**config.mk**
```make
export PLATFORM = sky130hd
export DESIGN_NAME = mcyc_ctrl
export DESIGN_NICKNAME = d
export VERILOG_FILES = /design/src/rtl/mcyc_pkg.sv /design/src/rtl/mcyc_next.sv /design/src/rtl/mcyc_decode.sv /design/src/rtl/mcyc_ctrl.sv
export SDC_FILE = /design/constraint.sdc
export NUM_CORES = 1
export LEC_CHECK = 0
export BUFFER_PORTS_ARGS = -buffer_cell sky130_fd_sc_hd__buf_2
export CORE_AREA = 2 2 47 49
export DETAILED_ROUTE_END_ITERATION = 16
export DIE_AREA = 0 0 49 51
export PLACE_DENSITY_LB_ADDON = 0.2
export SYNTH_ARGS = -nofsm -noshare
export SYNTH_HDL_FRONTEND = slang
export SYNTH_SLANG_ARGS = --single-unit
```
**constraint.sdc**
```tcl
create_clock -name clk -period 6 [get_ports clk]
set_input_delay 1.2 -clock clk [delete_from_list [all_inputs] [get_ports clk]]
set_output_delay 1.2 -clock clk [all_outputs]
set_load 0.02 [all_outputs]
```
**src/rtl/mcyc_pkg.sv**
```systemverilog
package mcyc_pkg;

  typedef enum logic [3:0] {
    ST_FETCH,
    ST_DECODE,
    ST_MADDR,
    ST_MREAD,
    ST_MWB,
    ST_MWRITE,
    ST_REXE,
    ST_RWB,
    ST_BRANCH,
    ST_JUMP
  } mc_state_e;

  typedef struct packed {
    logic       pc_wr;
    logic       pc_wr_cond;
    logic       addr_sel;
    logic       mem_rd;
    logic       mem_wr;
    logic       ir_wr;
    logic       wb_sel;
    logic [1:0] pc_src;
    logic [1:0] alu_op;
    logic       alu_a_sel;
    logic [1:0] alu_b_sel;
    logic       rf_wr;
    logic       rf_dst;
  } mc_ctrl_t;

  localparam mc_ctrl_t CTRL_FETCH = '{
    pc_wr: 1'b1, pc_wr_cond: 1'b0, addr_sel: 1'b0, mem_rd: 1'b1,
    mem_wr: 1'b0, ir_wr: 1'b1, wb_sel: 1'b0, pc_src: 2'b00,
    alu_op: 2'b00, alu_a_sel: 1'b0, alu_b_sel: 2'b01,
    rf_wr: 1'b0, rf_dst: 1'b0};

endpackage

```
**src/rtl/mcyc_next.sv**
```systemverilog
module mcyc_next
  import mcyc_pkg::*;
#(
  parameter int              OP_W     = 6,
  parameter logic [OP_W-1:0] OP_RTYPE = 6'b000000,
  parameter logic [OP_W-1:0] OP_LW    = 6'b100011,
  parameter logic [OP_W-1:0] OP_SW    = 6'b101011,
  parameter logic [OP_W-1:0] OP_BEQ   = 6'b000100,
  parameter logic [OP_W-1:0] OP_J     = 6'b000010
) (
  input  mc_state_e       state,
  input  logic [OP_W-1:0] opcode,
  input  logic            is_load,
  output mc_state_e       nxt,
  output logic            load_set
);

  always_comb begin
    nxt      = ST_FETCH;
    load_set = (opcode == OP_LW);
    unique case (state)
      ST_FETCH:  nxt = ST_DECODE;
      ST_DECODE: begin
        if (opcode == OP_LW || opcode == OP_SW) nxt = ST_MADDR;
        else if (opcode == OP_RTYPE)            nxt = ST_REXE;
        else if (opcode == OP_BEQ)              nxt = ST_BRANCH;
        else if (opcode == OP_J)                nxt = ST_JUMP;
        else                                    nxt = ST_FETCH;
      end
      ST_MADDR:  nxt = is_load ? ST_MREAD : ST_MWRITE;
      ST_MREAD:  nxt = ST_MWB;
      ST_REXE:   nxt = ST_RWB;
      default:   nxt = ST_FETCH;
    endcase
  end

endmodule

```
**src/rtl/mcyc_decode.sv**
```systemverilog
module mcyc_decode
  import mcyc_pkg::*;
(
  input  mc_state_e state,
  output mc_ctrl_t  ctrl
);

  always_comb begin
    ctrl = '0;
    unique case (state)
      ST_FETCH:  ctrl = CTRL_FETCH;
      ST_DECODE: ctrl.alu_b_sel = 2'b11;
      ST_MADDR: begin
        ctrl.alu_a_sel = 1'b1;
        ctrl.alu_b_sel = 2'b10;
      end
      ST_MREAD: begin
        ctrl.mem_rd   = 1'b1;
        ctrl.addr_sel = 1'b1;
      end
      ST_MWB: begin
        ctrl.rf_wr  = 1'b1;
        ctrl.wb_sel = 1'b1;
      end
      ST_MWRITE: begin
        ctrl.mem_wr   = 1'b1;
        ctrl.addr_sel = 1'b1;
      end
      ST_REXE: begin
        ctrl.alu_a_sel = 1'b1;
        ctrl.alu_op    = 2'b10;
      end
      ST_RWB: begin
        ctrl.rf_wr  = 1'b1;
        ctrl.rf_dst = 1'b1;
      end
      ST_BRANCH: begin
        ctrl.alu_a_sel  = 1'b1;
        ctrl.alu_op     = 2'b01;
        ctrl.pc_src     = 2'b01;
        ctrl.pc_wr_cond = 1'b1;
      end
      ST_JUMP: begin
        ctrl.pc_src = 2'b10;
        ctrl.pc_wr  = 1'b1;
      end
      default: ctrl = CTRL_FETCH;
    endcase
  end

endmodule

```
**src/rtl/mcyc_ctrl.sv**
```systemverilog
module mcyc_ctrl
  import mcyc_pkg::*;
#(
  parameter int              OP_W     = 6,
  parameter logic [OP_W-1:0] OP_RTYPE = 6'b000000,
  parameter logic [OP_W-1:0] OP_LW    = 6'b100011,
  parameter logic [OP_W-1:0] OP_SW    = 6'b101011,
  parameter logic [OP_W-1:0] OP_BEQ   = 6'b000100,
  parameter logic [OP_W-1:0] OP_J     = 6'b000010,
  parameter bit              REG_OUT  = 1'b1
) (
  input  logic            clk,
  input  logic            rst,
  input  logic [OP_W-1:0] opcode,
  output logic            pc_wr,
  output logic            pc_wr_cond,
  output logic            addr_sel,
  output logic            mem_rd,
  output logic            mem_wr,
  output logic            ir_wr,
  output logic            wb_sel,
  output logic [1:0]      pc_src,
  output logic [1:0]      alu_op,
  output logic            alu_a_sel,
  output logic [1:0]      alu_b_sel,
  output logic            rf_wr,
  output logic            rf_dst
);

  mc_state_e state_q, state_d;
  logic      is_load_q, load_set;
  mc_ctrl_t  ctrl;

  mcyc_next #(
    .OP_W(OP_W), .OP_RTYPE(OP_RTYPE), .OP_LW(OP_LW),
    .OP_SW(OP_SW), .OP_BEQ(OP_BEQ), .OP_J(OP_J)
  ) u_next (
    .state   (state_q),
    .opcode  (opcode),
    .is_load (is_load_q),
    .nxt     (state_d),
    .load_set(load_set)
  );

  always_ff @(posedge clk) begin
    if (rst) begin
      state_q   <= ST_FETCH;
      is_load_q <= 1'b0;
    end else begin
      state_q <= state_d;
      if (state_q == ST_DECODE) is_load_q <= load_set;
    end
  end

  generate
    if (REG_OUT) begin : g_reg_out
      mc_ctrl_t ctrl_d, ctrl_q;
      mcyc_decode u_dec (.state(state_d), .ctrl(ctrl_d));
      always_ff @(posedge clk) begin
        if (rst) ctrl_q <= CTRL_FETCH;
        else     ctrl_q <= ctrl_d;
      end
      assign ctrl = ctrl_q;
    end else begin : g_comb_out
      mcyc_decode u_dec (.state(state_q), .ctrl(ctrl));
    end
  endgenerate

  assign pc_wr      = ctrl.pc_wr;
  assign pc_wr_cond = ctrl.pc_wr_cond;
  assign addr_sel   = ctrl.addr_sel;
  assign mem_rd     = ctrl.mem_rd;
  assign mem_wr     = ctrl.mem_wr;
  assign ir_wr      = ctrl.ir_wr;
  assign wb_sel     = ctrl.wb_sel;
  assign pc_src     = ctrl.pc_src;
  assign alu_op     = ctrl.alu_op;
  assign alu_a_sel  = ctrl.alu_a_sel;
  assign alu_b_sel  = ctrl.alu_b_sel;
  assign rf_wr      = ctrl.rf_wr;
  assign rf_dst     = ctrl.rf_dst;

endmodule

```
==> metrics, run 1 <==
max reg flops=4; commonest non-fill, non-tap cells in the layout=23 x buf_2, 19 x dfxtp_1, 8 x nor2_1; layout cells sized above 1=between 30% and 40%; DRT Pass-1 Iters=4; final count of hold timing violations=0; clock tree buffer depth=2; clock skew=~0.0057 ns; RePlAce Congestion=0.8084; crit path launch type=input pin; Routed Wire Length=1525 µm; Placeable Area=0.002063 mm²; routed via count=660; HP Class=reg2reg; EDFF count, synth=0; fin. max-slew vios=0; Peak VDD IR=0.0001461 V; Async SR Flop Fraction=0%; Setup crit start=opcode[1]; antenna-violating nets left=0; n_diodes=0; post-CTS setup buffer count=0; CTS tree=built; Layout area overhead=18.88%; status=complete, no violations; Pwr Total=between 200 and 250 µW; Main synth FF type=dfxtp_1; Slew HR=59.21%; max_cap viols=0; Starting DRT DRC Count=8; Max Clk Rate=359.4 MHz; final setup violation count=0; global-route wire length before repair=around 2700 µm; Min Clock Period, post-route=2.782 ns; Critical R2R Launch=state_q[0]; Worst Path Arrival=2.98 ns; Sink Count=19; NumNets Final=109; CTS H-tree depth=1; worst hold start=is_load_q; TritonCTS buffer count=3; Wirelength per Cell=11.91 µm; Crit. End Element=flop; LEAKAGE=0.4025 nW; Post-CTS Resized=0; IO Port Bufs=23; synthesized area=about 760 µm²; largest net degree at the start of global routing=17; PD cells=241.3 mW/mm²; row cnt=17; die height=51 µm; clk_lat worst skew=roughly 0.30 ns; initial antenna violation count=0; DRC Markers=0; Cell Count, Final, Fillers Out=128; RSZ-0062 raised after global routing=no; vias in the first global route=615; WP data required=6.19 ns; Tightest Pin Transition=just under 0.6 ns; Clock transition at path regs=0.11 ns; vias per cell=5.156; dpl cells=124; Starting Density=between 30% and 40%; Total GRT Usage=14.03%; IO Pins=24; CP Class=in2reg; Post-Layout Inst Area=around 910 µm²; Synth Net Count=between 80 and 90; Syn. warnings=0; FF+latch count, synth=19; Yosys cell types=34; TNS Setup=0 ns; GRT Residual Overflow=0; period utilization=46.37%; die area=0.002499 mm²; critical path fanouts, max=4; post-DP HPWL=1116 µm; Reg with most FFs=state_q; Syn Inst Count=a little under 80; cts hold-fix bufs=0; Seq/Total Area, Yosys=49.92%; commonest non-fill, non-tap cell in the layout=buf_2; CTS root buf=clkbuf_4; Cell Area, Placed=around 900 µm²; Fin Hold WS=just under 0.5 ns; Die W=49 µm; Avg Cell Area, Syn=9.769 µm²
## report_power, final
part | total (mW) | switching (mW) | internal, mW
Clock | 0.0646 | 0.0397 | 0.0248
Sequential | 0.132 | 0.00242 | 0.129
Combinational | 0.0223 | 0.0131 | 0.00913
## synthesized netlist by cell type (2+ instances only)
master | instances | area, µm²
nand2b_1 | 2 | 12.51
o21ai_0 | 2 | 10.01
clkbuf_1 | 2 | 7.510
nor4_1 | 2 | 12.51
buf_4 | 2 | 15.01
a31oi_1 | 2 | 12.51
nor2b_1 | 3 | 18.77
a21o_1 | 2 | 15.01
or3_1 | 2 | 12.51
nor3_1 | 2 | 10.01
nand3_1 | 2 | 10.01
or4_1 | 2 | 15.01
nor2_1 | 8 | 30.03
dfxtp_1 | 19 | 380.4
a21oi_1 | 4 | 20.02
nand2_1 | 3 | 11.26
nor4b_1 | 2 | 17.52
## worst paths after layout
path,end,depth (start not counted),slack (ns)
max,pc_wr,5,3.22
min,mem_wr,1,0.48
max reg2reg,pc_wr,4,3.79
min reg2reg,mem_wr,1,0.48
## stage by stage
step / utilization, % / worst slack (ns)
global placement: 42.57 / 2.964
floorplan: - / 3.199
detailed placement: 42.57 / 2.919
finish: 43.91 / 3.218
CTS: 43.91 / 3.245
global route: 43.91 / 3.067
## layer usage
layer	up-vias	track usage, %	wire length (µm)
met3	2	3.216	82
li1	331	-	-
met1	304	17.45	732
met2	23	22.37	697
met5	-	0	0
met4	0	8.095	12
## worst max-delay path, cell delays in order
cell and delay [ns]:
buf_2 0.12, or4_1 0.56, a2111oi_0 0.60, a31oi_1 0.13
o32a_1 0.37
## logic make-up (layout without fill, tap and decap cells)
kind of cell / count (synthesis) / after routing / share of synthesized area [%]
buffers and inverters: 6 / 28 / 4.925
AND/OR/NAND/NOR: 34 / 34 / 27.09
AO/OA/AOI/OAI: 18 / 18 / 16.91
flip-flops: 19 / 19 / 49.92
XOR/XNOR: 1 / 1 / 1.150
## layout make-up
type                    instances  area, µm²
clock inverters                 1      5.005
repair buffers                 23      115.1
fillers                       225       1157
well taps                      28      35.03
clock buffers                   3      22.52
inverters                       1      3.754
flip-flops and latches         19      380.4
multi-input cells              53      344.1
Note: power is estimated with default switching activity, not from simulation.
==> inputs of run 2 (changes only) <==
Clock period 6 ns to 2.8 ns, I/O delays scaled along.
==> metrics, run 2 (synthesis results as in run 1) <==
vias per cell=5.147; global-route wire length before repair=2663 µm; TritonCTS buffer count=3; n_diodes=0; clock tree buffer depth=2; period utilization=~77%; initial antenna violation count=0; commonest non-fill, non-tap cells in the layout=23 x buf_2, 19 x dfxtp_1, 8 x nor2_1; WP data required=2.99 ns; HP Class=reg2reg; antenna-violating nets left=0; vias in the first global route=609; die height=51 µm; Layout area overhead=19.70%; worst hold start=is_load_q; largest net degree at the start of global routing=17; final count of hold timing violations=0; Sink Count=19; R2R depth=4; RePlAce Congestion=0.8049; Post-CTS Resized=0; clock skew=0.002765 ns; TNS Setup=0 ns; critical path fanouts, max=12; Reg2Reg Capture Point=pc_wr; NumNets Final=110; fin. max-slew vios=0; routed via count=between 600 and 700; Total GRT Usage=13.72%; max reg flops=4; die area=between 0.002 and 0.0025 mm²; PD cells=511.6 mW/mm²; Placeable Area=0.002063 mm²; Wirelength per Cell=11.47 µm; worst hold endpoint=mem_wr; crit path launch type=flop; fillers=209; layout cells sized above 1=30.69%; hold depth=1; R2R Setup Slk=0.63 ns; DRT Pass-1 Iters=4; Slew HR=60.96%; LEAKAGE=0.4044 nW; row cnt=17; IO Pins=24; commonest non-fill, non-tap cell in the layout=buf_2; final setup violation count=0; GRT Residual Overflow=0; Routed Wire Length=1480 µm; Fin Hold WS=0.4822 ns; Crit. End Element=flop; Starting DRT DRC Count=7; DRC Markers=0; Tightest Pin Transition=0.5708 ns; Worst Path Arrival=2.36 ns; max_cap viols=0; CTS H-tree depth=1; post-DP HPWL=1102 µm; Min Clock Period, post-route=2.166 ns; Peak VDD IR=0.0003721 V; Starting Density=36.93%; RSZ-0062 raised after global routing=no; cts hold-fix bufs=0; Clock transition at path regs=0.10 ns; Reg with most FFs=state_q; Max Clk Rate=461.8 MHz; IO Port Bufs=23; status=complete, no violations; post-CTS setup buffer count=0; CTS tree=built; CP Class=reg2reg; CTS root buf=clkbuf_4; clk_lat worst skew=0.29 ns; Critical R2R Launch=state_q[0]; Die W=49 µm
-- run 2: critical path: stages (launching register included) --
cell	delay, ns
dfxtp_1	0.54
or4b_4	0.55
a2111oi_0	0.48
a31oi_1	0.12
o32a_1	0.36
-- run 2: worst max path at each step --
stage | slack (ns) | endpoint | from | cells after the start
2_1_floorplan | 0.64 | pc_wr | opcode[1] | 4
3_3_place_gp | 0.40 | pc_wr | opcode[1] | 5
3_5_place_dp | 0.38 | pc_wr | opcode[1] | 5
4_1_cts | 0.64 | pc_wr | state_q[0] | 4
5_1_grt | 0.48 | pc_wr | state_q[0] | 4
6_report | 0.63 | pc_wr | state_q[0] | 4
-- run 2: metrics by stage --
stage                     cells  utilization, %  area (µm²)  total power, mW  setup slack [ns]
final                       129           44.21       912.1           0.4667            0.6344
after global routing        129           44.21       912.1           0.4928            0.4768
after CTS                   129           44.21       912.1           0.4745            0.6360
after detailed placement    125           42.94       885.9           0.3375            0.3793
after global placement      125           42.94       885.9           0.3372            0.3974
after floorplan              78               -       762.0           0.3182            0.6391
-- run 2: report_power, final --
group          leakage (nW)  switching [mW]  internal, mW
registers             0.155         0.00497         0.277
clock network        0.0150          0.0801        0.0554
logic                 0.235          0.0281        0.0210
-- run 2: final cells by class --
cell class              instances  area, µm²  share of cell area, %
flip-flops and latches         19      380.4                  41.70
multi-input cells              53      344.1                  37.72
repair buffers                 24      122.6                  13.44
well taps                      28      35.03                  3.841
clock buffers                   4      26.28                  2.881
inverters                       1      3.754                 0.4115
-- run 2: layer usage --
| layer | wire [µm] | global-route usage [%] |
|---|---|---|
| met1 | 652 | 16.55 |
| met2 | 728 | 23.06 |
| met3 | 78 | 3.801 |
| met4 | 21 | 5.714 |
| met5 | 0 | 0 |
==> inputs of run 3 (changes only) <==
Settings changed: ABC_AREA set to 1, CORE_AREA 2 2 47 49 to 2 2 49 51, DIE_AREA 0 0 49 51 to 0 0 51 53.
Clock period 2.8 ns to 2.02 ns, I/O delays scaled along.
==> metrics, run 3 <==
row cnt=17; vias per cell=between 4 and 5; largest net degree at the start of global routing=17; clock tree buffer depth=2; CTS root buf=clkbuf_4; Starting Density=38.73%; clock skew=0.006923 ns; Post-CTS Resized=0; RePlAce Congestion=0.7970; Yosys cell types=26; Routed Wire Length=1496 µm; n_diodes=0; layout cells sized above 1=a little under two fifths; final core occ=46.07%; NumNets Final=~130; most frequent cells after synthesis=20 x nor2_1, 19 x dfxtp_1, 10 x nand3_1; WP data required=2.19 ns; top-count cell post-synth=nor2_1; Worst Path Arrival=1.55 ns; Slew HR=81.66%; Reg with most FFs=state_q; antenna-violating nets left=0; Die W=a little over 50 µm; HP Class=in2reg; Crit. End Element=flop; CP Class=reg2reg; die area=0.002703 mm²; CTS tree=built; critical path fanouts, max=5; Synth Net Count=109; Syn Inst Count=101; area leader, netlist=dfxtp_1; Min Clock Period, post-route=1.376 ns; synthesized area=832.0 µm²; area of the multi-input gates=387.9 µm²; TNS Setup=0 ns; Fin Hold WS=0.4457 ns; vias in the first global route=between 600 and 700; die height=53 µm; period utilization=between 60 and 70%; status=complete, no violations; TritonCTS buffer count=3; Max Clk Rate=726.5 MHz; Placeable Area=0.002148 mm²; GRT Residual Overflow=0; Clock transition at path regs=0.10 ns; crit path launch type=flop; max_cap viols=0; Seq/Total Area, Yosys=45.71%; initial antenna violation count=0; routed via count=708; Cell Count, Final, Fillers Out=between 150 and 200; final count of hold timing violations=0; Main synth FF type=dfxtp_1; global-route wire length before repair=2518 µm; fillers=242; cts hold-fix bufs=0; max reg flops=4; Wirelength per Cell=a little under 10 µm; fin. max-slew vios=0; Starting DRT DRC Count=10; Avg Cell Area, Syn=8.238 µm²; LEAKAGE=0.4576 nW; Tightest Pin Transition=approximately 0.28 ns; Syn. warnings=0; RSZ-0062 raised after global routing=no; post-DP HPWL=1238 µm; R2R Setup Slk=about 0.64 ns; DRC Markers=0; top cell type's share of synthesized area=45.71%; PD cells=647.2 mW/mm²; DRT Pass-1 Iters=2; Reg area=around 380 µm²; top post-synthesis cells by area=dfxtp_1 46%, nor2_1 9.0%, nand3_1 6.0%; Async SR Flop Fraction=0%; dpl cells=149; commonest non-fill, non-tap cells in the layout=23 x buf_2, 20 x nor2_1, 19 x dfxtp_1; CTS H-tree depth=1; IO Pins=24; clk_lat worst skew=0.28 ns; Layout area overhead=18.95%; post-CTS setup buffer count=0; FF+latch count, synth=19; Sink Count=19; Peak VDD IR=0.0002529 V; IO Port Bufs=23; commonest non-fill, non-tap cell in the layout=buf_2; EDFF count, synth=0; Total GRT Usage=12.70%; final setup violation count=0
==> run 3: cell types whose count changed after synthesis, moves of 3 or more <==
cell / delta
inv_1: +8
inv_2: +3
nand2_1: +5
nand3_1: +8
nand3_2: +3
nor2_1: +12
nor2_2: +3
nor2_4: +3
nor2b_1: -3
==> run 3: critical path, cell delays in order, from the launching register on <==
cell and delay, ns:
dfxtp_1 0.46, inv_1 0.10, nand2_1 0.08, nor2_2 0.05, nand2_2 0.09, nand3_2 0.08
nor2_2 0.16, nand3_2 0.10, nand3_1 0.09, o21ai_1 0.06
==> run 3: layer usage <==
metal / track usage (%) / share of wire [%] / up-vias / routed length, µm
met1: 13.43 / 43 / 315 / 647
met3: 2.542 / 4.5 / 4 / 68
met5: 0 / 0 / - / 0
met4: 8.108 / 2.4 / 0 / 36
li1: - / - / 369 / -
met2: 22.94 / 50 / 20 / 744
==> run 3: kinds of logic after synthesis <==
group,share of synthesized area [%]
simple gates,37.44
flops,45.71
buf+inv,7.668
compound gates,9.174
==> run 3: path summary, 6_finish.rpt <==
path | from | endpoint | cells after the start
worst max register to register | state_q[0] | pc_wr | 9
worst min-delay path | opcode[3] | is_load_q | 3
worst min register to register | state_q[1] | wb_sel | 2
worst max-delay path | state_q[0] | pc_wr | 9
==> run 3: stage by stage <==
step	cell area (µm²)	worst slack, ns	power [mW]
after floorplan	832.0	0.7285	0.4477
after global placement	963.4	0.5077	0.4715
after detailed placement	963.4	0.4846	0.4721
after CTS	989.7	0.6287	0.6502
after global routing	989.7	0.4931	0.6732
final	989.7	0.6436	0.6405
==> run 3: cell type report <==
type,instances,share of cell area (%)
multi-input cells,67,39.19
flip-flops and latches,19,38.43
repair buffers,23,11.63
inverters,12,4.551
well taps,28,3.540
clock buffers,4,2.655
==> run 3: power by group <==
part | internal (mW) | switching [mW]
clock | 0.0766 | 0.101
combinational | 0.0275 | 0.0465
sequential | 0.384 | 0.00478
